**src/rtl/rowser_pkg.sv**
```systemverilog
package rowser_pkg;

    localparam int unsigned DEF_COLS  = 128;
    localparam int unsigned DEF_LANES = 16;

    typedef enum logic {
        SH_IDLE  = 1'b0,
        SH_SHIFT = 1'b1
    } shift_state_e;

    function automatic int unsigned beats_per_row(input int unsigned cols, input int unsigned lanes);
        return cols / lanes;
    endfunction

    function automatic int unsigned beat_width(input int unsigned beats);
        return (beats > 1) ? $clog2(beats) : 1;
    endfunction

endpackage

```
**src/rtl/rowser_hold.sv**
```systemverilog
module rowser_hold #(
    parameter int unsigned COLS = rowser_pkg::DEF_COLS
) (
    input  logic            clk,
    input  logic            rst,
    input  logic            stb,
    input  logic [COLS-1:0] bus,
    input  logic            first_in,
    input  logic            take,
    output logic            full,
    output logic [COLS-1:0] data,
    output logic            first_out,
    output logic            drop
);
    logic accept;

    assign accept = stb && (!full || take);
    assign drop   = stb && full && !take;

    always_ff @(posedge clk) begin
        if (rst) begin
            full      <= 1'b0;
            data      <= '0;
            first_out <= 1'b0;
        end else if (accept) begin
            full      <= 1'b1;
            data      <= bus;
            first_out <= first_in;
        end else if (take) begin
            full      <= 1'b0;
        end
    end

endmodule

```
**src/rtl/rowser_lanes.sv**
```systemverilog
module rowser_lanes
    import rowser_pkg::*;
#(
    parameter int unsigned COLS  = DEF_COLS,
    parameter int unsigned LANES = DEF_LANES
) (
    input  logic             clk,
    input  logic             rst,
    input  logic             load,
    input  logic [COLS-1:0]  load_bits,
    input  logic             load_first,
    output logic [LANES-1:0] lanes,
    output logic             valid,
    output logic             frame,
    output logic             last
);
    localparam int unsigned BEATS  = beats_per_row(COLS, LANES);
    localparam int unsigned BEAT_W = beat_width(BEATS);
    localparam logic [BEAT_W-1:0] LAST_BEAT = BEAT_W'(BEATS - 1);

    shift_state_e        state;
    logic [BEAT_W-1:0]   beat;
    logic                first_r;

    assign valid = (state == SH_SHIFT);
    assign last  = valid && (beat == LAST_BEAT);
    assign frame = valid && (beat == '0) && first_r;

    always_ff @(posedge clk) begin
        if (rst) begin
            state   <= SH_IDLE;
            beat    <= '0;
            first_r <= 1'b0;
        end else if (load) begin
            state   <= SH_SHIFT;
            beat    <= '0;
            first_r <= load_first;
        end else if (valid) begin
            if (beat == LAST_BEAT) begin
                state <= SH_IDLE;
                beat  <= '0;
            end else begin
                beat  <= beat + 1'b1;
            end
        end
    end

    for (genvar g = 0; g < LANES; g++) begin : g_lane
        logic [BEATS-1:0] sr;

        always_ff @(posedge clk) begin
            if (rst) begin
                sr <= '0;
            end else if (load) begin
                sr <= load_bits[g*BEATS +: BEATS];
            end else if (valid) begin
                sr <= sr >> 1;
            end
        end

        assign lanes[g] = valid & sr[0];
    end

endmodule

```
**src/rtl/rowser_top.sv**
```systemverilog
module rowser_top
    import rowser_pkg::*;
#(
    parameter int unsigned COLS  = DEF_COLS,
    parameter int unsigned LANES = DEF_LANES
) (
    input  logic             clk,
    input  logic             rst,
    input  logic [COLS-1:0]  col_bus,
    input  logic             sample_stb,
    input  logic             row_first,
    output logic [LANES-1:0] lane_data,
    output logic             row_valid,
    output logic             frame_mark,
    output logic             overflow
);
    logic            hold_full;
    logic [COLS-1:0] hold_data;
    logic            hold_first;
    logic            hold_drop;
    logic            take;
    logic            sh_last;

    // hand the held row over when the shifter is free or finishing its last beat
    assign take = hold_full && (!row_valid || sh_last);

    rowser_hold #(.COLS(COLS)) u_hold (
        .clk       (clk),
        .rst       (rst),
        .stb       (sample_stb),
        .bus       (col_bus),
        .first_in  (row_first),
        .take      (take),
        .full      (hold_full),
        .data      (hold_data),
        .first_out (hold_first),
        .drop      (hold_drop)
    );

    rowser_lanes #(.COLS(COLS), .LANES(LANES)) u_lanes (
        .clk        (clk),
        .rst        (rst),
        .load       (take),
        .load_bits  (hold_data),
        .load_first (hold_first),
        .lanes      (lane_data),
        .valid      (row_valid),
        .frame      (frame_mark),
        .last       (sh_last)
    );

    always_ff @(posedge clk) begin
        if (rst) begin
            overflow <= 1'b0;
        end else if (hold_drop) begin
            overflow <= 1'b1;
        end
    end

endmodule

```
**config.mk**
```make
export PLATFORM = sky130hd
export DESIGN_NAME = rowser_top
export DESIGN_NICKNAME = d
export VERILOG_FILES = /design/src/rtl/rowser_pkg.sv /design/src/rtl/rowser_hold.sv /design/src/rtl/rowser_lanes.sv /design/src/rtl/rowser_top.sv
export SDC_FILE = /design/constraint.sdc
export NUM_CORES = 1
export LEC_CHECK = 0
export BUFFER_PORTS_ARGS = -buffer_cell sky130_fd_sc_hd__buf_2
export CAP_MARGIN = 30
export CORE_MARGIN = 5
export CORE_UTILIZATION = 35
export DETAILED_ROUTE_END_ITERATION = 6
export MAX_ROUTING_LAYER = met4
export PLACE_DENSITY = 0.49
export RECOVER_POWER = 25
export SLEW_MARGIN = 20
export SYNTH_ARGS = -nofsm -noshare
export SYNTH_HDL_FRONTEND = slang
export SYNTH_SLANG_ARGS = --single-unit
```
**constraint.sdc**
```tcl
create_clock -name clk -period 2.54 [get_ports clk]
set_clock_uncertainty 0.2 [all_clocks]
set_input_delay 0.254 -clock clk [delete_from_list [all_inputs] [get_ports clk]]
set_output_delay 0.254 -clock clk [all_outputs]
set_load 0.03 [all_outputs]
```
Yosys cells after proc, flatten, opt, wreduce, memory -nomap -nowiden
Cells that the tools add are included.

Bits in registers: 264. Input port bits: 132. Output and inout bits: 19. Logic and storage cells: 95.

$add $sub $neg: 1. Equal/unequal tests: 1. Multiplexer cells: 38. Bitwise logic cells: 16. Reductions and logical operators: 16.

Operators with widths (number): two-way mux 8 bit (32); bitwise AND 1 bit (16); logical AND 1 bit (7); two-way mux 1 bit (5); nonzero test 2 bit (2); adder 3 x 1 -> 3 bit, second input constant (1); equality test 3 bit, second input constant (1); zero test 1 bit (3); zero test 3 bit (1); two-way mux 3 bit (1); logical OR 1 bit (2); OR reduction 2 bit (1).

Depth between registers and ports, before layout
Depth in word-level cells: 7. Depth in mapped cells: 8. Depth with buffers taken out: 5.

By module
Synthesis repeated with hierarchy kept, for this count alone.

Cell total of the unflattened synthesis: 1183. Area total of the unflattened synthesis: 12101.6 um2.

Modules (own cells, without submodules): rowser_lanes (times used 1, cells an instance 612, area each 6199.7 um2, sequential area each 2662.6 um2); rowser_hold (times used 1, cells an instance 566, area each 5863.1 um2, sequential area each 2602.5 um2); rowser_top (times used 1, cells an instance 5, area each 38.8 um2, sequential area each 20.0 um2).

Least setup slack after synthesis
No wires, ideal clock.

Kind: reg2reg. Start point: reg u_lanes.beat[0]. End point: reg u_hold.data[0]. Library setup time: 0.072 ns. Arrival: 1.670 ns. Data required time: 2.268 ns. Slack: 0.599 ns. Stages on the path, launching flop included: 9. Buffers on the path: 3. Period minus slack after synthesis: 1.941 ns. Path through: dfxtp_1 ha_1 ha_1 and2b_1 buf_4 a21boi_2 buf_4 buf_6 mux2i_1.

Word-level cells in the longest chain between the ends: 6.

RTL lines: from (decl) (RTL line rowser_lanes.sv:22) `logic [BEAT_W-1:0] beat;`; from (signal assigned) (RTL line rowser_lanes.sv:43) `beat <= beat + 1'b1;`; equality test 3 bit (RTL line rowser_lanes.sv:26) `assign last = valid && (beat == LAST_BEAT);`; logical AND 1 bit (RTL line rowser_lanes.sv:26); logical OR 1 bit (RTL line rowser_top.sv:25) `assign take = hold_full && (!row_valid || sh_last);`; logical AND 1 bit (RTL line rowser_top.sv:25); logical OR 1 bit (RTL line rowser_hold.sv:17) `assign accept = stb && (!full || take);`; logical AND 1 bit (RTL line rowser_hold.sv:17); to (signal assigned) (RTL line rowser_hold.sv:27) `data <= bus;`; to (decl) (RTL line rowser_hold.sv:11) `output logic [COLS-1:0] data,`.

No other way between the ends. A chain may end at the register's enable or synchronous reset.

Worst setup path after layout
Start point: reg u_lanes.beat[0]. End point: reg u_hold.data[121].

The elaborated chain is that of the path after synthesis.

==> results.py <==
metrics = {
    "clock_network": {
        "clk_pin_slew_worst_paths_ps": 60,
        "worstSkewPairLatency_ps": 540,
        "cts-buffers-inserted": 30,
        "cts_root_buf": "clkbuf_16",
        "cts_tree": "done",
        "htreeDepth": 1,
        "cts_buffer_depth": 3,
        "clock-sinks": 264,
        "ctsResizeCount": 0,
        "post_cts_buffers": 0,
    },
    "floorplanning": {
        "num_rows": 68,
        "core_area_um2": 34370,
        "ios": 151,
        "die-area_um2": 38520,
        "die_y_um": 196.3,
        "start_util_pct": 35.32,
        "die_w_um": 196.3,
    },
    "hold_path": {
        "hold_path_end": "overflow$_SDFFE_PP0P_",
        "whs_path_depth": 2,
        "worstHoldPathType": "flop to flop",
        "hp-start": "overflow$_SDFFE_PP0P_",
    },
    "timing": {
        "holdWs_ps": 268.4,
        "worstMarginPinSlew_ps": 559.4,
        "rsz0062_at_grt": "no",
        "setup_viol": 0,
        "period_minus_slack_ps": 2340,
        "hold_viol": 0,
        "tns_ps": 0,
        "slew_headroom_pct": 62.70,
        "finalMaxSlewViolations": 0,
        "fmax_ghz": 0.4274,
        "period_share_pct": 92.11,
    },
    "final_layout": {
        "area_growth_syn_to_layout_pct": 27.91,
        "fin_area_um2": 15530,
        "fin_nets": 1653,
        "fin_util_pct": 45.18,
        "layout-drive-gt1-share_pct": 18.48,
    },
    "placement": {
        "place.gp.congestion": 0.6930,
        "place_area_um2": 13230,
        "dp_hpwl_mm": 18.00,
        "port_buffers": 150,
    },
    "yosys": {
        "synthAdderAreaFrac_pct": 0.3092,
        "synth_mux_area_share_pct": 10.80,
        "yosysUniqueCellTypes": 30,
        "syn_nets": 1438,
        "synth_flop_cell": "dfxtp_1",
        "synth_edf_count": 0,
        "synth_area_um2": 12140,
        "yosysMostFrequentCell": "dfxtp_1",
        "yosys_warnings": 0,
        "synth_xor_area_share_pct": 0,
        "synth_top_family_by_area": "simple AND/OR/NAND/NOR gates",
        "async_reset_ff_share_pct": 0,
        "synth_compound_area_share_pct": 12.77,
        "avgSynthCellArea_um2": 9.318,
        "synth-simple-area-share_pct": 26.72,
        "synth_common_cells": "dfxtp_1 (264), nand2b_1 (259), nor2_1 (244)",
        "ys_seq_area_share_pct": 43.53,
        "syn_inst": 1303,
        "synth_top_cell_by_area": "dfxtp_1",
        "ys_seq_elements": 264,
        "synth_top_cell_area_share_pct": 43.53,
        "synth_area_leaders": "dfxtp_1 (44%), nand2b_1 (13%), mux2i_1 (11%)",
    },
    "grt": {
        "grt_pass1_wl_mm": 51.86,
        "antenna_found_initial": 2,
        "grt_max_degree": 79,
        "grt_usage_pct": 16.37,
        "grt_pass1_vias": 10110,
        "grt-ovfl-total": 0,
    },
    "flow_run": {
        "drv_cap": 0,
    },
    "routing": {
        "wire_per_inst_um": 15.54,
        "wl_mm": 31.05,
        "first_pass_iters": 5,
        "drc_errors": 0,
        "drtIter0Drc": 454,
        "viasPerCell": 4.869,
        "ant_nets": 0,
        "via_count": 9728,
    },
    "worst_setup_path": {
        "required_ps": 2810,
        "r2r-start": "u_lanes.beat[0]$_SDFFE_PP0P_",
        "ff2ff_setup_slack_ps": 200,
        "reg2reg_depth": 6,
        "critical_path.startpoint": "u_lanes.beat[0]$_SDFFE_PP0P_",
        "start_kind": "flop",
        "critPathCaptureType": "flop",
        "cp_data_arrival_time_ps": 2610,
        "crit_fanout": 28,
        "crit_type": "flop to flop",
        "r2r-end": "u_hold.data[121]$_SDFFE_PP0P_",
    },
    "outcome": {
        "outcome": "complete, no violations",
    },
    "power_and_ir_drop": {
        "ir_drop_uv": 484.9,
        "power_density_nw_per_um2": 688.9,
        "leakage_nw": 6.224,
    },
}
-- metal layers --
| metal | track usage, % | vias up | wire [µm] |
|---|---|---|---|
| met2 | 27.63 | 142 | 14580 |
| met3 | 2.026 | 41 | 991 |
| met4 | 3.362 | 0 | 673 |
| li1 | - | 4930 | - |
| met1 | 21.27 | 4615 | 14810 |
| met5 | - | - | 0 |
-- sequential cells by signal, summed over array words and instances (netlist names) --
name / flops
overflow: 1
u_hold.data: 128
u_hold.first_out: 1
u_hold.full: 1
u_lanes.beat: 3
u_lanes.first_r: 1
u_lanes.g_lane.sr: 128
u_lanes.valid: 1
-- where the power goes --
part,switching [mW],leakage [nW],internal [mW]
combinational,0.853,3.53,0.760
clock,1.70,0.522,2.74
sequential,0.176,2.17,4.47
-- worst max-delay path: stages, from the launching register on --
cell	delay, ps
dfxtp_1	370
ha_1	170
ha_1	180
and2b_4	230
a21boi_2	290
clkbuf_4	570
mux2i_1	240
-- cell families after synthesis --
family / count (synthesis)
simple gates: 638
flops: 264
compound gates: 136
buf+inv: 131
mux: 131
fa+ha+maj: 3
-- worst max-delay path by stage --
stage / endpoint / slack [ps]
after global placement: u_lanes.g_lane[4].sr[0]$_SDFFE_PP0P_ / 370
after global routing: u_hold.data[121]$_SDFFE_PP0P_ / 40
after floorplan: u_hold.data[0]$_SDFFE_PP0P_ / 600
final: u_hold.data[121]$_SDFFE_PP0P_ / 200
after CTS: lane_data[15] / 120
after detailed placement: u_lanes.g_lane[3].sr[1]$_SDFFE_PP0P_ / 270
-- layout make-up --
class	instances	area (µm²)
Inverter	3	13.76
Timing Repair Buffer	311	2492
Clock buffer	46	942.2
Fill cell	3411	18840
Antenna cell	1	2.502
Sequential cell	264	5288
Clock inverter	10	102.6
Tap cell	455	569.3
Multi-Input combinational cell	908	6120
-- cell usage in the layout (no fill, tap or decap), types with 5 or more instances in the layout --
| master | count |
|---|---|
| nor3_1 | 112 |
| dlygate4sd3_1 | 132 |
| buf_4 | 11 |
| buf_2 | 145 |
| clkbuf_16 | 31 |
| and2_0 | 5 |
| a32oi_1 | 16 |
| dfxtp_1 | 262 |
| a2111oi_0 | 37 |
| and2_1 | 11 |
| clkinv_2 | 7 |
| mux2i_1 | 131 |
| nor2_1 | 245 |
| a2111oi_2 | 50 |
| a2111oi_1 | 25 |
| clkbuf_1 | 8 |
| nand2b_1 | 258 |
| clkbuf_8 | 11 |
| buf_12 | 16 |
-- metrics by stage --
step	setup slack, ps	power [mW]	cells
after floorplan	598.6	5.811	1303
after global placement	365.6	6.214	1809
after detailed placement	270.5	6.236	1809
after CTS	122.6	10.91	1997
after global routing	42.57	11.27	1998
final	200.3	10.70	1998
-- repair_timing --
action | CTS | global route
endpoints found under the setup margin | 0 | 0
hold buffers | 132 | 0
endpoints found under the hold margin | 152 | 0
Power figures use the tool's default switching activity.
